<file path="src/rtl/pio_buf_pkg.sv">
package pio_buf_pkg;

  // Bytes held between the two pointers of a linear buffer.
  function automatic int bytes_held(int wp, int rp);
    return wp - rp;
  endfunction

  // Residual count after one accepted write (+1) or consumed read (-1).
  function automatic int residual_step(int res, bit up);
    return up ? res + 1 : res - 1;
  endfunction

  // Linear pointer advance after a read: snaps to zero when it meets the writer.
  function automatic bit reader_meets_writer(int rp, int wp);
    return (rp + 1) == wp;
  endfunction

endpackage

</file>
<file path="src/rtl/pio_data_store.sv">
module pio_data_store
  import pio_buf_pkg::*;
#(
  parameter int DEPTH = 16,
  parameter int RES_W = 16,
  localparam int PTR_W = $clog2(DEPTH)
) (
  input  logic                    clk,
  input  logic                    rst_n,
  input  logic                    do_sel,
  input  logic                    do_stat,
  input  logic [7:0]              stat_byte,
  input  logic                    do_wr,
  input  logic [7:0]              wr_data,
  input  logic                    do_rd,
  input  logic                    data_out,
  output logic [7:0]              rd_data,
  output logic [PTR_W-1:0]        fill,
  output logic signed [RES_W-1:0] residual,
  output logic                    drop
);

  logic [7:0]       mem [DEPTH];
  logic [PTR_W-1:0] wptr, rptr;
  logic             full;
  logic             accept_wr;
  logic             take_rd;
  logic             snap;

  assign full      = (wptr == PTR_W'(DEPTH - 1));
  assign accept_wr = do_wr && !full;
  assign drop      = do_wr && full;
  assign take_rd   = do_rd && !data_out && (rptr < wptr);
  assign snap      = reader_meets_writer(int'(rptr), int'(wptr));
  assign fill      = PTR_W'(bytes_held(int'(wptr), int'(rptr)));

  always_ff @(posedge clk) begin
    if (do_stat) begin
      mem[0] <= stat_byte;
      mem[1] <= 8'h00;
    end else if (accept_wr) begin
      mem[wptr] <= wr_data;
    end
  end

  always_ff @(posedge clk or negedge rst_n) begin
    if (!rst_n) begin
      wptr     <= '0;
      rptr     <= '0;
      residual <= '0;
      rd_data  <= '0;
    end else if (do_sel) begin
      wptr     <= '0;
      rptr     <= '0;
      residual <= '0;
    end else if (do_stat) begin
      wptr     <= PTR_W'(2);
      rptr     <= '0;
      residual <= RES_W'(2);
    end else if (accept_wr) begin
      wptr     <= wptr + 1'b1;
      residual <= RES_W'(residual_step(int'(residual), 1'b1));
    end else if (do_rd && data_out) begin
      rd_data  <= 8'h00;
    end else if (take_rd) begin
      rd_data  <= mem[rptr];
      residual <= RES_W'(residual_step(int'(residual), 1'b0));
      if (snap) begin
        rptr <= '0;
        wptr <= '0;
      end else begin
        rptr <= rptr + 1'b1;
      end
    end
  end

  AST_WPTR_CAP: assert property (@(posedge clk) disable iff (!rst_n)
    wptr <= PTR_W'(DEPTH - 1)) else $error("write pointer past cap");

  AST_PTR_ORDER: assert property (@(posedge clk) disable iff (!rst_n)
    rptr <= wptr) else $error("read pointer ahead of writer");

  AST_DOUT_ZERO: assert property (@(posedge clk) disable iff (!rst_n)
    (do_rd && data_out && !do_sel && !do_stat && !do_wr) |=> (rd_data == 8'h00 && $stable(rptr))) else $error("data-out read consumed");

  AST_DRAIN_SNAP: assert property (@(posedge clk) disable iff (!rst_n)
    (take_rd && !do_sel && !do_stat && !do_wr && snap) |=> (wptr == '0 && rptr == '0)) else $error("no snap on drain");

  AST_FULL_HOLD: assert property (@(posedge clk) disable iff (!rst_n)
    (drop && !do_sel && !do_stat) |=> $stable(wptr)) else $error("write past cap");

endmodule

</file>
<file path="src/rtl/pio_cmd_store.sv">
module pio_cmd_store #(
  parameter int CMD_DEPTH = 32,
  localparam int CMD_W  = $clog2(CMD_DEPTH + 1),
  localparam int CMD_IW = $clog2(CMD_DEPTH)
) (
  input  logic              clk,
  input  logic              rst_n,
  input  logic              clr,
  input  logic              do_wr,
  input  logic [7:0]        wr_data,
  input  logic [CMD_IW-1:0] idx,
  output logic [7:0]        byte_out,
  output logic [CMD_W-1:0]  len,
  output logic              drop
);

  logic [7:0] mem [CMD_DEPTH];
  logic       capped;
  logic       store;

  assign capped   = (len == CMD_W'(CMD_DEPTH));
  assign store    = do_wr && !capped && !clr;
  assign drop     = do_wr && capped && !clr;
  assign byte_out = mem[idx];

  always_ff @(posedge clk) begin
    if (store) mem[len[CMD_IW-1:0]] <= wr_data;
  end

  always_ff @(posedge clk or negedge rst_n) begin
    if (!rst_n)     len <= '0;
    else if (clr)   len <= '0;
    else if (store) len <= len + 1'b1;
  end

  AST_CMD_CAP: assert property (@(posedge clk) disable iff (!rst_n)
    len <= CMD_W'(CMD_DEPTH)) else $error("command length past cap");

  AST_CMD_CLR: assert property (@(posedge clk) disable iff (!rst_n)
    clr |=> (len == '0)) else $error("command clear ignored");

endmodule

</file>
<file path="src/rtl/pio_byte_buffer.sv">
module pio_byte_buffer #(
  parameter int DEPTH     = 16,
  parameter int CMD_DEPTH = 32,
  parameter int RES_W     = 16,
  localparam int PTR_W  = $clog2(DEPTH),
  localparam int CMD_W  = $clog2(CMD_DEPTH + 1),
  localparam int CMD_IW = $clog2(CMD_DEPTH)
) (
  input  logic                    clk,
  input  logic                    rst_n,
  input  logic                    cmd_mode,
  input  logic                    wr_en,
  input  logic [7:0]              wr_data,
  input  logic                    rd_en,
  input  logic [2:0]              phase,
  output logic [7:0]              rd_data,
  input  logic                    sel_start,
  input  logic                    status_load,
  input  logic [7:0]              status_byte,
  input  logic                    irq_clr,
  output logic                    irq,
  output logic [PTR_W-1:0]        fill_count,
  output logic signed [RES_W-1:0] residual,
  output logic                    overrun,
  input  logic                    cmd_clr,
  output logic [CMD_W-1:0]        cmd_len,
  input  logic [CMD_IW-1:0]       cmd_idx,
  output logic [7:0]              cmd_byte
);

  logic do_sel, do_stat, do_dwr, do_cwr, do_rd;
  logic drop_data, drop_cmd;

  // Priority: selection > status load > write > read.
  assign do_sel  = sel_start;
  assign do_stat = status_load && !sel_start;
  assign do_dwr  = wr_en && !cmd_mode && !do_sel && !do_stat;
  assign do_cwr  = wr_en && cmd_mode && !do_sel && !do_stat;
  assign do_rd   = rd_en && !wr_en && !do_sel && !do_stat;

  pio_data_store #(.DEPTH(DEPTH), .RES_W(RES_W)) u_data (
    .clk      (clk),
    .rst_n    (rst_n),
    .do_sel   (do_sel),
    .do_stat  (do_stat),
    .stat_byte(status_byte),
    .do_wr    (do_dwr),
    .wr_data  (wr_data),
    .do_rd    (do_rd),
    .data_out (phase == 3'b000),
    .rd_data  (rd_data),
    .fill     (fill_count),
    .residual (residual),
    .drop     (drop_data)
  );

  pio_cmd_store #(.CMD_DEPTH(CMD_DEPTH)) u_cmd (
    .clk     (clk),
    .rst_n   (rst_n),
    .clr     (cmd_clr),
    .do_wr   (do_cwr),
    .wr_data (wr_data),
    .idx     (cmd_idx),
    .byte_out(cmd_byte),
    .len     (cmd_len),
    .drop    (drop_cmd)
  );

  always_ff @(posedge clk or negedge rst_n) begin
    if (!rst_n) begin
      overrun <= 1'b0;
      irq     <= 1'b0;
    end else begin
      overrun <= drop_data || drop_cmd;
      if (do_stat)      irq <= 1'b1;
      else if (irq_clr) irq <= 1'b0;
    end
  end

  AST_STATUS_LOAD: assert property (@(posedge clk) disable iff (!rst_n)
    do_stat |=> (irq && fill_count == PTR_W'(2) && residual == RES_W'(2))) else $error("status load");

  AST_SEL_CLEAR: assert property (@(posedge clk) disable iff (!rst_n)
    sel_start |=> (fill_count == '0 && residual == '0)) else $error("selection clear");

  AST_OVR_CAUSE: assert property (@(posedge clk) disable iff (!rst_n)
    overrun |-> $past(wr_en)) else $error("overrun without write");

  AST_IRQ_CLR: assert property (@(posedge clk) disable iff (!rst_n)
    (irq_clr && !status_load) |=> !irq) else $error("irq not cleared");

endmodule

</file>
<file path="config.mk">
export PLATFORM = sky130hd
export DESIGN_NAME = pio_byte_buffer
export DESIGN_NICKNAME = d
export VERILOG_FILES = /design/src/rtl/pio_buf_pkg.sv /design/src/rtl/pio_data_store.sv /design/src/rtl/pio_cmd_store.sv /design/src/rtl/pio_byte_buffer.sv
export SDC_FILE = /design/constraint.sdc
export NUM_CORES = 1
export LEC_CHECK = 0
export BUFFER_PORTS_ARGS = -buffer_cell sky130_fd_sc_hd__buf_2
export CORE_ASPECT_RATIO = 0.5
export CORE_UTILIZATION = 25
export DETAILED_ROUTE_END_ITERATION = 10
export HOLD_SLACK_MARGIN = 0.1
export PLACE_DENSITY = 0.43
export SYNTH_ARGS = -nofsm -noshare
export SYNTH_HDL_FRONTEND = slang
export SYNTH_SLANG_ARGS = --single-unit
export TNS_END_PERCENT = 100
</file>
<file path="constraint.sdc">
create_clock -name clk -period 3.1 [get_ports clk]
set_clock_uncertainty 0.05 [all_clocks]
set_input_delay 0.155 -clock clk [delete_from_list [all_inputs] [get_ports clk]]
set_output_delay 0.155 -clock clk [all_outputs]
set_load 0.02 [all_outputs]
</file>
==> metrics.csv, run 1 <==
stage,metric,value,unit
outcome,status,"finished, final reports clean",
logic_synthesis,"Async S/R FF share, synth",0.0943,
final_layout,area of the multi-input gates,4950,µm²
power,Pwr Total,12.4,mW
clocking,CTS tree,built,
power,PwrDens,585,nW/µm²
global_route,initial antenna violation count,0,
final_layout,filler instances,6756,
flow_run,Max Cap Violations,0,
detailed_routing,ANT nets after route,0,
logic_synthesis,syn avg cell area,19.5,µm²
floorplanning,# IOs,77,
floorplanning,Die H,190,µm
critical_path,worst r2r src,u_data.wptr[0],
global_route,busiest grt layer,met2,
critical_path,Reg2Reg Depth,12,
critical_path,Worst setup startpoint,cmd_mode,
logic_synthesis,cells after synthesis,902,
clocking,clk sinks,424,
critical_path,CP max stage cell,dlygate4sd3_1,
sta,Final Cycle Share,0.959,
worst_hold_path,hold path cells,3,
detailed_routing,WL per Instance,20.8,µm
logic_synthesis,register area share after synthesis,0.711,
sta,WHS,0.139,ns
floorplanning,FP Rows,68,
logic_synthesis,ys flop type,edfxtp_1,
floorplanning,CORE AREA,69300,µm²
floorplanning,Initial Util,0.254,
detailed_routing,DRC viols,0,
critical_path,CP startpoint kind,input port,
logic_synthesis,Yosys warnings,0,
clocking,clk slew on worst S/H paths,0.06,ns
critical_path,crit-path max FO,22,
worst_hold_path,hold path start,sel_start,
sta,final setup violating endpoints,0,
global_route,met2 usage,0.201,
place,Port Buf Inserts,76,
final_layout,layout cell share with drive strength beyond 1,0.331,
sta,FMAX,0.336,GHz
final_layout,Reg area,12500,µm²
place,Cell Count Post-Placement,1962,
critical_path,CP cell instances,dlygate4sd3_1 -> buf_2 -> nor4b_2 -> buf_4 -> and2_4 -> clkinvlp_4 -> buf_12 -> ha_1 -> a21oi_1 -> a21o_1 -> a21boi_0 -> o21a_1 -> or3_1 -> a32o_1,
global_route,vias in the first global route,9395,
power,P_leak,7.19,nW
global_route,first-pass GRT wire length,63200,µm
worst_hold_path,Hold Crit Class,in -> reg,
clocking,CTS H-tree depth,2,
logic_synthesis,mapped cell area,17600,µm²
final_layout,most frequent cells in the layout,"384 x edfxtp_1, 120 x mux4_2, 75 x buf_2",
power,Peak VDD IR,0.000357,V
global_route,GR met1 Demand/Resource,0.159,
clocking,clk_lat worst skew,0.55,ns
sta,Final Slew Violations,0,
final_layout,Finished Core Util,0.307,
final_layout,Layout area overhead,20.8,%
critical_path,crit path kind,in -> reg,
floorplanning,chip width,377,µm
global_route,largest net degree at the start of global routing,49,
floorplanning,Die ar.,71600,µm²
place,placer congestion estimate,0.814,
critical_path,Critical Path Max Stage Delay,0.53,ns
final_layout,diode count,0,
clocking,Num CTS Buffers,44,
clocking,clock buffer depth,3,
detailed_routing,drt pass-1 iters,5,
global_route,"Remaining Overflow, GRT",0,
global_route,met3 Track Usage GR,0.0207,
critical_path,arrival time at the worst endpoint,3.36,ns
final_layout,"commonest non-fill, non-tap cell in the layout",edfxtp_1,
logic_synthesis,post-synth cell types,52,
critical_path,WP data required,3.49,ns
place,post-detail-place hpwl,28100,µm
global_route,gr usage total,0.120,
detailed_routing,Routed WL,42800,µm
logic_synthesis,"FF+latch count, synth",424,
sta,Max-Slew Margin vs Limit,0.291,
detailed_routing,vias per inst,4.39,
sta,"Min Clock Period, post-route",2.97,ns
critical_path,CP Capture Type,register,
logic_synthesis,Post-synth EDFFs,384,
detailed_routing,1st-iter DRT viols,661,
final_layout,layout net count,1145,
final_layout,Layout Cells excl Fill,2060,
sta,Final Hold Fails,0,
clocking,CTS root buffer,clkbuf_16,
detailed_routing,Via Count,9041,
sta,Worst-Margin Slew,1.06,ns
[synthesized netlist by cell type, types with 12 or more instances]
cell type  instances  area [µm²]
nand3_1           15        75.1
xnor2_1           16         140
dfrtp_1           40        1000
mux4_2           120        2700
and3_1            12        75.1
and2_1            12        75.1
nor2_1            52         195
o21ai_0           17        85.1
edfxtp_1         384       11500
inv_1             13        48.8
a21oi_1           17        85.1
ha_1              29         363
mux2_2            17         191
clkbuf_1          15        56.3
nand2_1           28         105
[through the flow]
stage / setup TNS, ns / setup WS [ns] / area [µm²]
2_1_floorplan: 0 / 0.0121 / 17700
3_3_place_gp: -0.0416 / -0.0267 / 19700
3_5_place_dp: -0.143 / -0.0760 / 19700
4_1_cts: 0 / 0.00617 / 21300
5_1_grt: -0.0471 / -0.0325 / 21300
6_report: 0 / 0.126 / 21300
[cell type report]
class,instances,share of cell area
Tap cell,945,0.0555
Clock buffer,57,0.0569
Inverter,13,0.00247
Timing Repair Buffer,167,0.0557
Sequential cell,424,0.589
Multi-Input combinational cell,431,0.233
Clock inverter,23,0.00793
[worst max-delay path, delay by kind of cell]
family | cells | cell delay (ns)
AO/OA/AOI/OAI | 5 | 0.94
adder cells (fa/ha/maj) | 1 | 0.31
buffers and inverters | 5 | 1.13
AND/OR/NAND/NOR | 3 | 0.81
[path summary, 6_finish.rpt]
kind | slack (ns) | to
max | 0.13 | u_data.residual[8]
min | 0.14 | irq
max reg2reg | 0.21 | u_data.residual[8]
min reg2reg | 0.44 | u_data.rd_data[1]
max in group asynchronous | 2.01 | u_data.rptr[0]
min in group asynchronous | 0.28 | u_cmd.len[1]
[cell families (layout without fill, tap and decap cells)]
family                     after synthesis  in the layout  synth area share
muxes                                  139            139             0.165
AOI/OAI and AO/OA                       81             81            0.0324
other                                    1              8          0.000213
xor gates and xnor gates                23             23            0.0114
DFF                                    424            424             0.711
adders and majority gates               31             31            0.0229
buffers and inverters                   54            260            0.0152
and+or+nand+nor                        149            149            0.0415
[power breakdown]
group	leakage [nW]	internal, mW	switching [mW]
clock	0.684	2.92	2.16
sequential	4.01	6.31	0.0463
combinational	2.50	0.435	0.577
[sequential cells by signal (all words and copies together), names as in the netlist, 4 cells and up]
register,count
u_data.wptr,4
u_data.mem,128
u_cmd.mem,256
u_data.rptr,4
u_cmd.len,6
u_data.residual,16
u_data.rd_data,8
[metal layers]
metal	part of all wire	vias up
met5	0	-
met4	0.025	0
met3	0.033	57
met2	0.49	141
met1	0.45	4813
li1	-	4030
[what timing repair did]
item | CTS | global route
endpoints found under the setup margin | 0 | 8
gates resized for setup | 0 | 1
endpoints found under the hold margin | 59 | 0
setup buffers | 0 | 0
hold buffers | 18 | 0
No activity file was read; power rests on OpenSTA's default activity.
==> run 2: changes to the inputs <==
Settings changed: ABC_CLOCK_PERIOD_IN_PS set to 3100, RECOVER_POWER set to 50, SYNTH_HIERARCHICAL set to 1.
==> run 2 against run 1 <==
  * The run now ends with capacitance limit, slew limit left
  * Non-clock buffer count down 2
  * Utilization down 0.24 points
  * Sequential share of layout area down 0.050 points
  * Via count up 3.1%
  * Routed wire length about the same
  * Critical path type is now reg -> reg
==> metrics.csv, run 2 <==
stage,metric,value,unit
global_route,largest net degree at the start of global routing,49,
sta,Final Hold Fails,0,
place,post-detail-place hpwl,28100,µm
power,PwrDens,613,nW/µm²
logic_synthesis,mapped cell area,17900,µm²
global_route,"Remaining Overflow, GRT",0,
floorplanning,FP Rows,68,
detailed_routing,WL per Instance,20.4,µm
logic_synthesis,Post-synth EDFFs,384,
logic_synthesis,"Async S/R FF share, synth",0.0943,
critical_path,crit-path max FO,23,
final_layout,Biggest register,u_cmd/mem,
sta,setup_tns,0,ns
outcome,failing checks,"capacitance limit, slew limit",
sta,FMAX,0.340,GHz
clocking,CTS root buffer,clkbuf_16,
sta,worst setup margin,0.163,ns
critical_path,WP data required,3.48,ns
clocking,clock buffer depth,3,
logic_synthesis,Synth area leader,edfxtp_1,
critical_path,CP cell instances,ha_1 -> nand3_1 -> nand2_1 -> buf_12 -> inv_2 -> fa_1 -> nand3b_1 -> a21o_1 -> a21oi_1 -> o41ai_1 -> xnor2_1 -> a22o_1,
final_layout,Layout area overhead,18.9,%
logic_synthesis,syn avg cell area,18.9,µm²
detailed_routing,DRC viols,0,
detailed_routing,vias per inst,4.43,
critical_path,Critical R2R Capture,u_data/residual[12],
final_layout,filler instances,6903,
clocking,clk_lat worst skew,0.55,ns
worst_hold_path,Worst Hold Endpoint,u_data/rptr[3],
critical_path,CP max stage cell,dfrtp_1,
power,Peak VDD IR,0.000330,V
sta,Max-Slew Margin vs Limit,-0.623,
critical_path,Worst setup startpoint,u_data/wptr[0],
sta,"Min Clock Period, post-route",2.94,ns
detailed_routing,Routed WL,42800,µm
power,P_leak,7.03,nW
critical_path,CP Capture Type,register,
final_layout,Largest regs,"u_cmd/mem (256), u_data/mem (128), u_data/residual (16)",
sta,Final Cycle Share,0.948,
critical_path,crit-path leading delay family,compound AO/OA/AOI/OAI gates,
global_route,initial antenna violation count,0,
logic_synthesis,cells after synthesis,950,
worst_hold_path,Hold Crit Class,in -> reg,
global_route,first-pass GRT wire length,64100,µm
critical_path,Critical Path Max Stage Delay,0.44,ns
clocking,clk sinks,424,
worst_hold_path,hold path start,wr_en,
clocking,clk slew on worst S/H paths,0.07,ns
logic_synthesis,Synth top area share,0.643,
sta,Worst-Margin Slew,2.43,ns
sta,final setup violating endpoints,0,
critical_path,Reg2Reg Depth,12,
critical_path,WP buf/inv,2,
sta,Final Slew Violations,419,
outcome,status,"complete, but fails checks",
logic_synthesis,largest cells by area after synthesis,"edfxtp_1 64%, mux4_2 13%, dfrtp_1 5.6%",
sta,RSZ-0062 raised after global routing,no,
place,DP Worst Slack,0.0312,ns
logic_synthesis,ys flop type,edfxtp_1,
place,placer congestion estimate,0.767,
final_layout,layout net count,1190,
critical_path,CP startpoint kind,register,
clocking,Post-CTS Setup Inserts,0,
detailed_routing,ANT nets after route,0,
worst_hold_path,hold path cells,5,
critical_path,crit path kind,reg -> reg,
floorplanning,# IOs,77,
critical_path,arrival time at the worst endpoint,3.32,ns
floorplanning,Die H,191,µm
clocking,CTS H-tree depth,2,
critical_path,worst r2r src,u_data/wptr[0],
logic_synthesis,Commonest cells post-synth,"384 x edfxtp_1, 102 x mux4_2, 62 x nor2_1",
critical_path,R2R setup slack,0.16,ns
logic_synthesis,register area share after synthesis,0.699,
detailed_routing,Via Count,9319,
logic_synthesis,post-synth cell types,60,
global_route,gr usage total,0.119,
clocking,CTS tree,built,
floorplanning,Die ar.,72800,µm²
logic_synthesis,Yosys warnings,6,
detailed_routing,drt pass-1 iters,5,
final_layout,number of flip-flops in the largest register,256,
place,Port Buf Inserts,76,
clocking,Num CTS Buffers,43,
final_layout,layout cell share with drive strength beyond 1,0.264,
flow_run,Max Cap Violations,9,
detailed_routing,1st-iter DRT viols,650,
final_layout,"commonest non-fill, non-tap cell in the layout",edfxtp_1,
floorplanning,CORE AREA,69900,µm²
logic_synthesis,"FF+latch count, synth",424,
global_route,vias in the first global route,9828,
floorplanning,Initial Util,0.256,
logic_synthesis,"count leader, synth",edfxtp_1,
floorplanning,chip width,381,µm
final_layout,most frequent cells in the layout,"384 x edfxtp_1, 102 x mux4_2, 67 x buf_4",
## run 2: cell count changes after synthesis, moves of 5 or more
cell | previous run | this run
a22o_1 | 10 | 5
a32o_1 | 10 | 3
and3_1 | 12 | 1
clkinv_1 | 0 | 8
mux4_1 | 0 | 18
mux4_2 | 120 | 102
nand2_1 | 28 | 48
nand3_1 | 15 | 10
nor2_1 | 52 | 62
nor3_1 | 4 | 11
o21ai_2 | 0 | 6
o31ai_1 | 1 | 8
xnor2_1 | 16 | 9
xor2_1 | 7 | 13
## run 2: timing repair
item,CTS,global route
gates resized for setup,0,3
hold buffers,16,0
hold endpoints to repair,61,0
endpoints found under the setup margin,0,28
## run 2: final cells by class
cell class / instances / area (µm²) / area share
clock inverters: 24 / 198 / 0.00928
inverters: 24 / 90.1 / 0.00423
flip-flops and latches: 424 / 12500 / 0.588
multi-input cells: 467 / 5060 / 0.237
diodes: 1 / 2.50 / 0.000117
well taps: 945 / 1180 / 0.0555
clock buffers: 53 / 1140 / 0.0537
repair buffers: 165 / 1090 / 0.0514
## run 2: worst reg2reg max path, cell delays in order (launching register included)
cell      delay [ns]
dfrtp_1         0.44
ha_1            0.26
nand3_1         0.12
nand2_1         0.13
buf_12          0.18
inv_2           0.07
fa_1            0.40
nand3b_1        0.20
a21o_1          0.21
a21oi_1         0.30
o41ai_1         0.13
xnor2_1         0.15
a22o_1          0.21
## run 2: kinds of logic (layout without fill, tap and decap cells)
family | Yosys count | count (layout) | synth area share
other | 1 | 9 | 0.000209
AND/OR/NAND/NOR | 181 | 181 | 0.0480
XOR/XNOR | 22 | 22 | 0.0108
adder cells (fa/ha/maj) | 32 | 32 | 0.0232
buffers and inverters | 66 | 266 | 0.0208
multiplexers | 137 | 137 | 0.165
AO/OA/AOI/OAI | 87 | 87 | 0.0325
flip-flops | 424 | 424 | 0.699
## run 2: how the worst max path moves through the flow
stage | end | slack [ns] | depth (start not counted)
after global placement | u_data/residual[6] | 0.20 | 10
after CTS | u_data/residual[6] | 0.03 | 10
after detailed placement | u_data/residual[6] | 0.03 | 10
final | u_data/residual[12] | 0.16 | 12
after global routing | u_data/residual[14] | 0.02 | 12
after floorplan | u_data/residual[15] | 0.04 | 9
## run 2: power breakdown
group | internal [mW] | total, mW | switching [mW]
registers | 6.35 | 6.44 | 0.0846
clock network | 2.81 | 4.98 | 2.17
logic | 0.658 | 1.63 | 0.976
total | 9.82 | 13.1 | 3.24
## run 2: routing by layer
metal  up-vias  global-route usage  part of all wire
met4         0              0.0272             0.020
met3        67              0.0185             0.042
met2       197               0.216              0.52
met1      4850               0.148              0.42
li1       4205                   -                 -
met5         -                   0                 0
## run 2: metrics by stage
step	power (mW)	instances	utilization	area (µm²)	hold WS, ns
after floorplan	7.65	957	-	17900	-0.191
after global placement	8.19	2009	0.284	19800	0.0679
after detailed placement	8.21	2009	0.284	19800	0.0723
after CTS	13.3	2102	0.305	21300	0.181
after global routing	13.6	2102	0.305	21300	0.276
final	13.1	2103	0.305	21300	0.220
==> run 3: changes to the inputs <==
Settings changed: CTS_BUF_LIST set to sky130_fd_sc_hd__clkbuf_4.
==> run 3 against run 2 <==
  * The run still ends with capacitance limit, slew limit left
  * Cell count rose by 6.2%
  * Combinational power rose by 4%
  * Sequential share of layout area fell by 0.66 points
  * Routed wire length up 2.2%
  * Total power decreased by 3.5%
  * Maximum frequency shrank 1.0%
  * Die area is the same
  * Clock power decreased by 10%
  * Register-to-register slack better by 0.04 ns
==> metrics.csv, run 3 (synthesized netlist as in run 2, its figures left out) <==
stage,metric,value,unit
worst_hold_path,Hold Crit Class,in -> reg,
sta,Final Cycle Share,0.957,
place,post-detail-place hpwl,28100,µm
final_layout,Layout Cells excl Fill,2234,
detailed_routing,1st-iter DRT viols,598,
critical_path,crit path kind,reg -> out,
critical_path,arrival time at the worst endpoint,2.76,ns
final_layout,number of flip-flops in the largest register,256,
floorplanning,CORE AREA,69900,µm²
detailed_routing,WL per Instance,19.6,µm
final_layout,"commonest non-fill, non-tap cell in the layout",edfxtp_1,
sta,FMAX,0.337,GHz
clocking,CTS H-tree depth,3,
outcome,status,"complete, but fails checks",
critical_path,worst r2r src,u_data/wptr[0],
detailed_routing,ANT nets after route,0,
power,Peak VDD IR,0.000296,V
detailed_routing,Routed WL,43800,µm
critical_path,CP Capture Type,output port,
power,P_leak,7.34,nW
sta,worst setup margin,0.133,ns
power,PwrDens,585,nW/µm²
place,DP Worst Slack,0.0312,ns
detailed_routing,Via Count,9741,
final_layout,Largest regs,"u_cmd/mem (256), u_data/mem (128), u_data/residual (16)",
critical_path,Critical R2R Capture,u_data/residual[9],
place,Port Buf Inserts,76,
floorplanning,# IOs,77,
sta,Final Hold Fails,0,
critical_path,Reg2Reg Depth,11,
floorplanning,chip width,381,µm
clocking,Num CTS Buffers,103,
place,dpl cell area,19800,µm²
clocking,clk slew on worst S/H paths,0.08,ns
final_layout,Biggest register,u_cmd/mem,
final_layout,Layout area overhead,20.2,%
worst_hold_path,hold path cells,5,
power,Pwr Total,12.6,mW
final_layout,filler instances,6946,
sta,Worst-Margin Slew,2.46,ns
global_route,"Remaining Overflow, GRT",0,
sta,final setup violating endpoints,0,
worst_hold_path,hold path start,phase[0],
final_layout,layout net count,1275,
final_layout,most frequent cells in the layout,"384 x edfxtp_1, 154 x clkbuf_4, 102 x mux4_2",
final_layout,layout cell share with drive strength beyond 1,0.325,
global_route,first-pass GRT wire length,65800,µm
floorplanning,Die H,191,µm
clocking,clk sinks,424,
clocking,CTS tree,built,
sta,WHS,0.226,ns
detailed_routing,DRC viols,0,
critical_path,crit-path max FO,1,
flow_run,Max Cap Violations,9,
detailed_routing,vias per inst,4.36,
sta,RSZ-0062 raised after global routing,yes,
global_route,largest net degree at the start of global routing,49,
critical_path,WP data required,2.89,ns
sta,Final Slew Violations,418,
floorplanning,FP Rows,68,
clocking,Post-CTS Setup Inserts,0,
sta,Max-Slew Margin vs Limit,-0.643,
clocking,CTS root buffer,clkbuf_4,
place,Cell Count Post-Placement,2009,
critical_path,R2R setup slack,0.20,ns
global_route,vias in the first global route,10400,
outcome,failing checks,"capacitance limit, slew limit",
detailed_routing,drt pass-1 iters,5,
worst_hold_path,Worst Hold Endpoint,u_data/rptr[2],
sta,"Min Clock Period, post-route",2.97,ns
clocking,clk_lat worst skew,0.83,ns
critical_path,CP startpoint kind,register,
final_layout,Finished Cell Area,21500,µm²
global_route,gr usage total,0.123,
floorplanning,Die ar.,72800,µm²
global_route,initial antenna violation count,2,
clocking,clock buffer depth,3,
place,placer congestion estimate,0.767,
floorplanning,Initial Util,0.256,
==> run 3: changes by cell type in the layout (fill, tap and decap cells not counted), sizes merged <==
cell         previous run  this run
dlygate4sd3            16        41
bufinv                  2         0
clkbuf                 96       184
diode                   1         5
clkinvlp                6         0
clkinv                 21        32
inv                    19        17
buf                   106       119
==> run 3: cell type report <==
cell class	instances	area [µm²]	area share
diodes	5	12.5	0.000581
repair buffers	190	1380	0.0642
flip-flops and latches	424	12500	0.582
clock inverters	25	111	0.00517
clock buffers	154	1160	0.0537
multi-input cells	467	5080	0.236
inverters	24	90.1	0.00418
well taps	945	1180	0.0549
==> run 3: worst max-delay path by stage <==
stage	from	endpoint	cells past startpoint
finish	u_cmd/mem[17][2]	cmd_byte[2]	4
global route	u_cmd/mem[23][7]	cmd_byte[7]	4
detailed placement	u_data/wptr[0]	u_data/residual[6]	10
CTS	u_cmd/mem[23][2]	cmd_byte[2]	4
floorplan	cmd_mode	u_data/residual[15]	9
global placement	u_data/wptr[0]	u_data/residual[6]	10
==> run 3: worst max-delay path: stages (launching register included) <==
cell	delay, ns
edfxtp_1	0.39
mux4_2	0.54
mux4_2	0.56
mux2_4	0.31
buf_6	0.13
==> run 3: what timing repair did <==
| item | CTS | global route |
|---|---|---|
| hold endpoints to repair | 479 | 0 |
| endpoints found under the setup margin | 3 | 34 |
| pin swaps | 0 | 0 |
| resized for setup | 9 | 9 |
| hold buffers | 41 | 0 |
==> run 3: metal layers <==
| layer | vias to the layer above | part of all wire | track usage |
|---|---|---|---|
| li1 | 4435 | - | - |
| met1 | 5011 | 0.42 | 0.148 |
| met2 | 237 | 0.52 | 0.219 |
| met3 | 58 | 0.046 | 0.0317 |
| met4 | 0 | 0.014 | 0.0329 |
| met5 | - | 0 | 0 |
==> run 3: through the flow <==
stage                util   TNS, ns
floorplan               -         0
global placement    0.284         0
detailed placement  0.284         0
CTS                 0.308  -0.00208
global route        0.308   -0.0530
finish              0.308         0
==> run 3: where the power goes <==
part           internal [mW]  switching [mW]  leakage [nW]  total [mW]
logic                  0.704           0.987          2.58        1.69
clock network           2.26            2.21         0.760        4.47
registers               6.35          0.0842          4.00        6.43
total                   9.31            3.28          7.34        12.6
